==> src/rtl/hmmon_pkg.sv <==
package hmmon_pkg;

  // Width of the writable control field
  localparam int CTRL_W = 4;

  // Register addresses; each clear bit sits two places above its enable bit
  localparam int ADDR_CTRL = 0;
  localparam int ADDR_HIT  = 1;
  localparam int ADDR_MISS = 2;

  typedef struct packed {
    logic miss_clr;  // bit 3
    logic hit_clr;   // bit 2
    logic miss_on;   // bit 1
    logic hit_on;    // bit 0
  } mon_ctrl_t;

endpackage

==> src/rtl/hmmon_ctrl.sv <==
module hmmon_ctrl
  import hmmon_pkg::*;
#(
  parameter int ADDR_W = 2
) (
  input  logic              clk,
  input  logic              rst_n,
  input  logic              wr_en,
  input  logic [ADDR_W-1:0] addr,
  input  logic [CTRL_W-1:0] wdata,
  output mon_ctrl_t         ctrl
);

  logic      ctrl_we;
  mon_ctrl_t ctrl_d;

  // Next state: load the whole field when the control address is written
  always_comb begin
    ctrl_we = wr_en && (addr == ADDR_W'(ADDR_CTRL));
    ctrl_d  = ctrl;
    if (ctrl_we) begin
      ctrl_d = mon_ctrl_t'(wdata);
    end
  end

  // Register
  always_ff @(posedge clk or negedge rst_n) begin
    if (!rst_n) begin
      ctrl <= '0;
    end else begin
      ctrl <= ctrl_d;
    end
  end

  a_r8_ctrl_load: assert property (@(posedge clk) disable iff (!rst_n)
    (wr_en && addr == ADDR_W'(ADDR_CTRL)) |=> (ctrl == mon_ctrl_t'($past(wdata))));

  a_r10_ctrl_kept: assert property (@(posedge clk) disable iff (!rst_n)
    !(wr_en && addr == ADDR_W'(ADDR_CTRL)) |=> $stable(ctrl));

endmodule

==> src/rtl/hmmon_satcnt.sv <==
module hmmon_satcnt #(
  parameter int W = 16
) (
  input  logic         clk,
  input  logic         rst_n,
  input  logic         clr,
  input  logic         inc,
  output logic [W-1:0] count
);

  localparam logic [W-1:0] CNT_MAX = '1;

  logic         at_max;
  logic         cnt_en;
  logic [W-1:0] count_d;

  // Next state: clear has priority; an increment is dropped once at the top
  always_comb begin
    at_max  = (count == CNT_MAX);
    cnt_en  = clr || (inc && !at_max);
    count_d = count;
    if (clr) begin
      count_d = '0;
    end else if (inc && !at_max) begin
      count_d = count + 1'b1;
    end
  end

  // Register with its clock enable written out
  always_ff @(posedge clk or negedge rst_n) begin
    if (!rst_n) begin
      count <= '0;
    end else if (cnt_en) begin
      count <= count_d;
    end
  end

  // Covers R4 and R5, depending on the instance
  a_r4_sat_hold: assert property (@(posedge clk) disable iff (!rst_n)
    (count == CNT_MAX && !clr) |=> (count == CNT_MAX));

  a_r2_step: assert property (@(posedge clk) disable iff (!rst_n)
    (inc && !clr && count != CNT_MAX) |=> (count == W'($past(count) + 1'b1)));

  a_r6_freeze: assert property (@(posedge clk) disable iff (!rst_n)
    (!inc && !clr) |=> $stable(count));

  a_r7_clr_zero: assert property (@(posedge clk) disable iff (!rst_n)
    clr |=> (count == '0));

endmodule

==> src/rtl/hmmon_rdmux.sv <==
module hmmon_rdmux
  import hmmon_pkg::*;
#(
  parameter int ADDR_W = 2,
  parameter int DATA_W = 32,
  parameter int HIT_W  = 32,
  parameter int MISS_W = 16
) (
  input  logic [ADDR_W-1:0] addr,
  input  mon_ctrl_t         ctrl,
  input  logic [HIT_W-1:0]  hit_cnt,
  input  logic [MISS_W-1:0] miss_cnt,
  output logic [DATA_W-1:0] rdata
);

  // Every register is zero-extended to the bus width; unused addresses read zero
  always_comb begin
    rdata = '0;
    case (addr)
      ADDR_W'(ADDR_CTRL): rdata = DATA_W'(ctrl);
      ADDR_W'(ADDR_HIT):  rdata = DATA_W'(hit_cnt);
      ADDR_W'(ADDR_MISS): rdata = DATA_W'(miss_cnt);
      default:            rdata = '0;
    endcase
  end

endmodule

==> src/rtl/hitmiss_monitor.sv <==
module hitmiss_monitor
  import hmmon_pkg::*;
#(
  parameter int HIT_W  = 32,
  parameter int MISS_W = 16,
  parameter int DATA_W = 32,
  parameter int ADDR_W = 2
) (
  input  logic              clk,
  input  logic              rst_n,
  input  logic              hit_evt,
  input  logic              miss_evt,
  input  logic              reg_wr,
  input  logic [ADDR_W-1:0] reg_addr,
  input  logic [CTRL_W-1:0] reg_wdata,
  output logic [DATA_W-1:0] reg_rdata
);

  mon_ctrl_t         ctrl;
  logic [HIT_W-1:0]  hit_cnt;
  logic [MISS_W-1:0] miss_cnt;
  logic              hit_inc;
  logic              miss_inc;

  hmmon_ctrl #(.ADDR_W(ADDR_W)) u_ctrl (
    .clk   (clk),
    .rst_n (rst_n),
    .wr_en (reg_wr),
    .addr  (reg_addr),
    .wdata (reg_wdata),
    .ctrl  (ctrl)
  );

  // Each event is gated only by its own enable bit
  assign hit_inc  = hit_evt  && ctrl.hit_on;
  assign miss_inc = miss_evt && ctrl.miss_on;

  hmmon_satcnt #(.W(HIT_W)) u_hit_cnt (
    .clk   (clk),
    .rst_n (rst_n),
    .clr   (ctrl.hit_clr),
    .inc   (hit_inc),
    .count (hit_cnt)
  );

  hmmon_satcnt #(.W(MISS_W)) u_miss_cnt (
    .clk   (clk),
    .rst_n (rst_n),
    .clr   (ctrl.miss_clr),
    .inc   (miss_inc),
    .count (miss_cnt)
  );

  hmmon_rdmux #(
    .ADDR_W (ADDR_W),
    .DATA_W (DATA_W),
    .HIT_W  (HIT_W),
    .MISS_W (MISS_W)
  ) u_rdmux (
    .addr     (reg_addr),
    .ctrl     (ctrl),
    .hit_cnt  (hit_cnt),
    .miss_cnt (miss_cnt),
    .rdata    (reg_rdata)
  );

  a_r9_miss_untouched_by_hit: assert property (@(posedge clk) disable iff (!rst_n)
    (!miss_evt && !ctrl.miss_clr) |=> $stable(miss_cnt));

  a_r9_hit_untouched_by_miss: assert property (@(posedge clk) disable iff (!rst_n)
    (!hit_evt && !ctrl.hit_clr) |=> $stable(hit_cnt));

endmodule

==> config.mk <==
export PLATFORM = sky130hd
export DESIGN_NAME = hitmiss_monitor
export DESIGN_NICKNAME = d
export VERILOG_FILES = /design/src/rtl/hmmon_pkg.sv /design/src/rtl/hmmon_ctrl.sv /design/src/rtl/hmmon_satcnt.sv /design/src/rtl/hmmon_rdmux.sv /design/src/rtl/hitmiss_monitor.sv
export SDC_FILE = /design/constraint.sdc
export NUM_CORES = 1
export LEC_CHECK = 0
export BUFFER_PORTS_ARGS = -buffer_cell sky130_fd_sc_hd__buf_4
export CORE_MARGIN = 3
export CORE_UTILIZATION = 53
export DETAILED_ROUTE_END_ITERATION = 6
export PLACE_DENSITY_LB_ADDON = 0.25
export SLEW_MARGIN = 20
export SYNTH_ARGS = -nofsm -noshare
export SYNTH_HDL_FRONTEND = slang
export SYNTH_SLANG_ARGS = --single-unit
==> constraint.sdc <==
create_clock -name clk -period 2 [get_ports clk]
set_input_delay 0.1 -clock clk [delete_from_list [all_inputs] [get_ports clk]]
set_output_delay 0.1 -clock clk [all_outputs]
set_load 0.01 [all_outputs]
==> flow_summary.yaml, run 1 <==
hold_path:
  min_path_type: "in2reg"
cells_and_area:
  seqCellArea_um2: 1310
  multi_input_area_um2: 1970
  final_common_cell: "buf_4"
  instances_no_fill: 506
  fill_cells: 491
  drive_gt1_frac: 0.318
  layout_common_cells: "buf_4, dfrtp_1, nor2_1, and2_1, nand2_1"
  syn_to_final_growth_pct: 25.5
  antennaDiodeCount: 0
  postLayoutCoreUtil: 0.698
  nets: 443
floorplan:
  core_um2: 5990
  num_rows: 28
  dieArea_um2: 7270
  die_y_um: 85.3
  pin_count: 43
  initial_core_util: 0.556
  die_w_um: 85.3
synth:
  ys_ff_latch: 52
  yosys_warnings: 0
  synth_flop_cell: "dfrtp_1"
  synth_cell_types: 56
  synth_nets: 369
  synthCells: 356
  syn-cell-area_um2: 3330
  syn_area_per_cell_um2: 9.35
  async_flop_share: 1.00
  ys_seq_area_frac: 0.391
  synth_edf_count: 0
setup_path:
  start_kind: "flop"
  worstPathRequired_ps: 2240
  arrival_ps: 2240
  path_cells: "buf_6 > nand4_1 > nor4_4 > buf_4 > nand4_1 > or4_1 > a21oi_2"
  crit_buf_inv: 2
  path_common_cell: "nand4_1"
  worst-path-max-fanout: 5
  crit_family: "simple AND/OR/NAND/NOR gates"
  cp_slowest_stage_delay_ps: 440
  critical_path_class: "reg2reg"
  cp_slowest_cell: "or4_1"
  crit_path_end_kind: "flop"
global_routing:
  gr-usage-all-layers: 0.233
  overflow: 0
  grt_max_degree: 53
  grt_antenna_before_repair: 0
  grt_pass1_vias: 2798
  grt_pass1_wl_um: 13500
timing:
  period_needed_ps: 2000
  timing.fmax_ghz: 0.501
  period_share: 0.998
  slew_headroom: 0.564
  drv_slew: 0
  setup_slack_ps: 4.31
  setup-violations-final: 0
  whs_ps: 16.9
  hold_viol_final: 0
  final.setup_skew_ps: 3.54
  worstMarginPinSlew_ps: 654
  rsz0062_at_grt: "true"
placed_design:
  dp_cells: 493
  gp_congestion: 0.906
  io_buffers: 42
  dp_hpwl_um: 6020
  dp_slack_ps: 21.7
detailed_routing:
  routed_wl_um: 8490
  post_drt_wl_per_cell_um: 16.8
  final_antenna_net_count: 0
  vias_per_cell: 5.94
  vias: 3004
  drt_iter0_markers: 209
  drt_pre_antenna_iters: 4
  drc: 0
pwr:
  p_per_area_nw_per_um2: 509
  p_leak_nw: 1.78
  ir_drop_mv: 0.476
  p_total_mw: 2.13
cts:
  cts-root-buf: "clkbuf_8"
  clk_pin_slew_ps: 90
  cts_buffers: 5
  cts_tree: "yes"
  h-tree-depth: 2
  insertion_delay_ps: 310
  cts.sink_count: 52
  clk_path_buf_depth: 2
status:
  outcome: "complete, no violations"
flow_run:
  cap_violations: 0
## routing by layer
| metal | global-route usage | part of all wire |
|---|---|---|
| met4 | 0.0518 | 0.0090 |
| met3 | 0.0515 | 0.069 |
| met2 | 0.371 | 0.48 |
| met1 | 0.325 | 0.44 |
| met5 | 0 | 0 |
## final timing paths
kind	start	to	slack (ps)	depth (start not counted)
setup / recovery	u_hit_cnt.count[1]	u_hit_cnt.count[29]	4	7
hold / removal	reg_wdata[3]	u_ctrl.ctrl[3]	20	2
setup reg to reg	u_hit_cnt.count[1]	u_hit_cnt.count[29]	4	7
hold reg to reg	u_ctrl.ctrl[1]	u_ctrl.ctrl[1]	560	1
max in group asynchronous	rst_n	u_hit_cnt.count[10]	1170	2
min in group asynchronous	rst_n	u_hit_cnt.count[30]	360	2
## logic make-up after synthesis
family | after synthesis | synth area share
adders and majority gates | 2 | 0.00751
xor gates and xnor gates | 24 | 0.0631
buffers and inverters | 23 | 0.0331
muxes | 16 | 0.0552
AOI/OAI and AO/OA | 66 | 0.139
DFF | 52 | 0.391
and+or+nand+nor | 173 | 0.311
## power by group
part	internal, mW	switching, mW
Sequential	1.08	0.0445
Clock	0.372	0.353
Combinational	0.111	0.167
Total	1.56	0.565
## sequential cells by signal, indices dropped and copies added (netlist names)
signal	count
u_ctrl.ctrl	4
u_miss_cnt.count	16
u_hit_cnt.count	32
## synth_stat cells, drive strengths merged (3+ instances only)
cell	instances	area share
a22o	12	0.032
a211oi	4	0.0090
mux2i	6	0.018
xor2	9	0.024
nand2	22	0.026
inv	5	0.0056
nor2b	7	0.013
dfrtp	52	0.39
xnor2	15	0.039
nor4	14	0.036
buf	6	0.014
clkbuf	12	0.014
mux2	10	0.037
o2111ai	4	0.011
o211ai	3	0.0068
o21ai	14	0.021
o31ai	5	0.011
nand3	15	0.023
and2	21	0.039
a21oi	15	0.026
or3	10	0.020
nor3	8	0.018
nand4	13	0.028
nor2	36	0.041
and4	8	0.021
and3	5	0.0094
or4	8	0.020
## cell type report
type	instances	share of cell area
inverters	5	0.00449
repair buffers	85	0.162
multi-input cells	281	0.472
clock buffers	6	0.0174
well taps	75	0.0225
clock inverters	2	0.00838
flip-flops and latches	52	0.313
## stage by stage
stage | area (um^2) | setup TNS (ps)
finish | 4180 | 0
global route | 4180 | -414
CTS | 4060 | 0
detailed placement | 3950 | 0
global placement | 3950 | 0
floorplan | 3330 | 0
## timing repair
item                                    in CTS  in global routing
endpoints found under the setup margin       0                 11
gates resized for setup                      0                 20
setup buffers                                0                  3
hold buffers                                 1                  0
endpoints found under the hold margin       52                  0
Power figures use the tool's default switching activity.
==> run 2: changes to the inputs <==
Settings changed: ABC_AREA set to 1.
==> flow_summary.yaml, run 2 <==
cells_and_area:
  drive_gt1_frac: 0.167
  instances_no_fill: 710
  layout_common_cells: "nand2_1, nor2_1, buf_4, inv_1, dfrtp_1"
  reg.largest.list: "u_hit_cnt.count x32, u_miss_cnt.count x16, u_ctrl.ctrl x4"
  antennaDiodeCount: 0
  postLayoutCoreUtil: 0.671
  largest_reg_flops: 32
  final_cell_area_um2: 4360
  syn_to_final_growth_pct: 20.3
  multi_input_area_um2: 1990
  seqCellArea_um2: 1300
  nets: 645
  fill_cells: 572
  final_common_cell: "nand2_1"
  top_register: "u_hit_cnt.count"
synth:
  netlist.top_cell.by_area: "dfrtp_1"
  ys_ff_latch: 52
  synth.top_cells.by_area: "dfrtp_1, nand2_1, nor2_1"
  synthCells: 561
  ys_top_cells_by_count: "nand2_1, nor2_1, inv_1"
  async_flop_share: 1.00
  synth_top_family_by_area: "simple AND/OR/NAND/NOR gates"
  synth_mux_area_frac: 0.00621
  synth_flop_cell: "dfrtp_1"
  synth-simple-area-share: 0.403
  syn_area_per_cell_um2: 6.46
  synth_compound_area_frac: 0.104
  yosysTopAreaCellShare: 0.359
  syn-cell-area_um2: 3630
  synth_nets: 574
  ys_seq_area_frac: 0.359
  synth-xor-area-share: 0.0242
  yosysMostFrequentCell: "nand2_1"
  synth_cell_types: 31
  yosys_warnings: 0
  synthAdderAreaFrac: 0.00690
  synth_edf_count: 0
timing:
  final.setup_skew_ps: 5.69
  rsz0062_at_grt: "false"
  timing.fmax_ghz: 0.546
  drv_slew: 0
  slew_headroom: 0.497
  period_share: 0.915
  setup-violations-final: 0
  setup_tns_ps: 0
  hold_viol_final: 0
  whs_ps: 20.7
  period_needed_ps: 1830
  setup_slack_ps: 170
  worstMarginPinSlew_ps: 755
cts:
  cts_buffers: 5
  insertion_delay_ps: 310
  cts.sink_count: 52
  cts_tree: "yes"
  cts-root-buf: "clkbuf_8"
  h-tree-depth: 2
  cts_setup_buffers: 0
  clk_path_buf_depth: 2
  clk_pin_slew_ps: 100
global_routing:
  top_usage_layer: "met2"
  grtUsageMet2: 0.465
  grt_antenna_before_repair: 0
  overflow: 0
  grt_pass1_vias: 3523
  grt_pass1_wl_um: 17000
  use_met3: 0.0279
  grt_max_degree: 53
  gr-usage-all-layers: 0.276
  grt_util_met1: 0.386
floorplan:
  dieArea_um2: 7870
  initial_core_util: 0.558
  die_y_um: 88.7
  num_rows: 29
  core_um2: 6490
  pin_count: 43
  die_w_um: 88.7
pwr:
  ir_drop_mv: 0.334
  p_per_area_nw_per_um2: 501
  p_leak_nw: 2.00
  p_total_mw: 2.18
setup_path:
  crit_path_end_kind: "flop"
  worst-path-max-fanout: 32
  critical_path_class: "reg2reg"
  ff2ff_path_depth: 12
  worstPathRequired_ps: 2250
  r2r_slack_ps: 170
  reg2reg_to: "u_hit_cnt.count[28]"
  rr_startpoint: "u_hit_cnt.count[1]"
  start_kind: "flop"
  arrival_ps: 2080
hold_path:
  hold_depth: 2
  worstHoldStart: "reg_wdata[0]"
  worstHoldEndpoint: "u_ctrl.ctrl[0]"
  min_path_type: "in2reg"
placed_design:
  dp_slack_ps: 86.2
  gp_congestion: 0.981
  place_area_um2: 4220
  dp_hpwl_um: 7720
  dp_cells: 701
  io_buffers: 42
detailed_routing:
  vias: 3915
  drt_iter0_markers: 322
  drt_pre_antenna_iters: 5
  post_drt_wl_per_cell_um: 14.5
  vias_per_cell: 5.51
  final_antenna_net_count: 0
  routed_wl_um: 10300
  drc: 0
flow_run:
  cap_violations: 0
status:
  outcome: "complete, no violations"
-- run 2: worst max path at each step --
| stage | start | end | slack (ps) |
|---|---|---|---|
| CTS | u_hit_cnt.count[1] | u_hit_cnt.count[28] | 60 |
| detailed placement | u_miss_cnt.count[0] | u_miss_cnt.count[12] | 90 |
| floorplan | u_miss_cnt.count[0] | u_miss_cnt.count[3] | 370 |
| global placement | u_hit_cnt.count[1] | u_hit_cnt.count[28] | -140 |
| finish | u_hit_cnt.count[1] | u_hit_cnt.count[28] | 170 |
| global route | u_hit_cnt.count[1] | u_hit_cnt.count[29] | 30 |
-- run 2: worst max-delay path, cell delays in order (launching register included) --
cell and delay [ps]:
dfrtp_1 380, ha_1 190, nand2_2 80, nor2_4 120
nand2_4 80, nor2_4 120, buf_4 150, nand2_2 70
nand2_2 110, nand2_8 160, clkinv_8 150, nand2_1 60
nand2_1 70
-- run 2: cell type report --
| class | count | area share |
|---|---|---|
| Clock buffer | 6 | 0.0166 |
| Clock inverter | 2 | 0.00803 |
| Inverter | 69 | 0.0623 |
| Multi-Input combinational cell | 425 | 0.456 |
| Sequential cell | 52 | 0.298 |
| Tap cell | 77 | 0.0221 |
| Timing Repair Buffer | 79 | 0.137 |
-- run 2: cells by family after synthesis --
family | Yosys count
DFF | 52
adders and majority gates | 2
muxes | 2
and+or+nand+nor | 342
xor gates and xnor gates | 10
buffers and inverters | 84
AOI/OAI and AO/OA | 69
-- run 2: timing repair --
item                       in CTS  in global routing
hold buffers                    1                  0
setup endpoints to repair       0                 21
hold endpoints to repair       52                  0
gates resized for setup         0                  4
-- run 2: where the power goes --
part	switching [mW]	total (mW)	internal, mW
clock network	0.369	0.741	0.372
registers	0.0194	1.09	1.07
logic	0.255	0.351	0.0969
-- run 2: metal layers --
layer	share of wire	up-vias	routed length [um]
li1	-	1936	-
met1	0.45	1831	4640
met2	0.47	136	4900
met3	0.066	12	682
met4	0.0099	0	102
met5	0	-	0
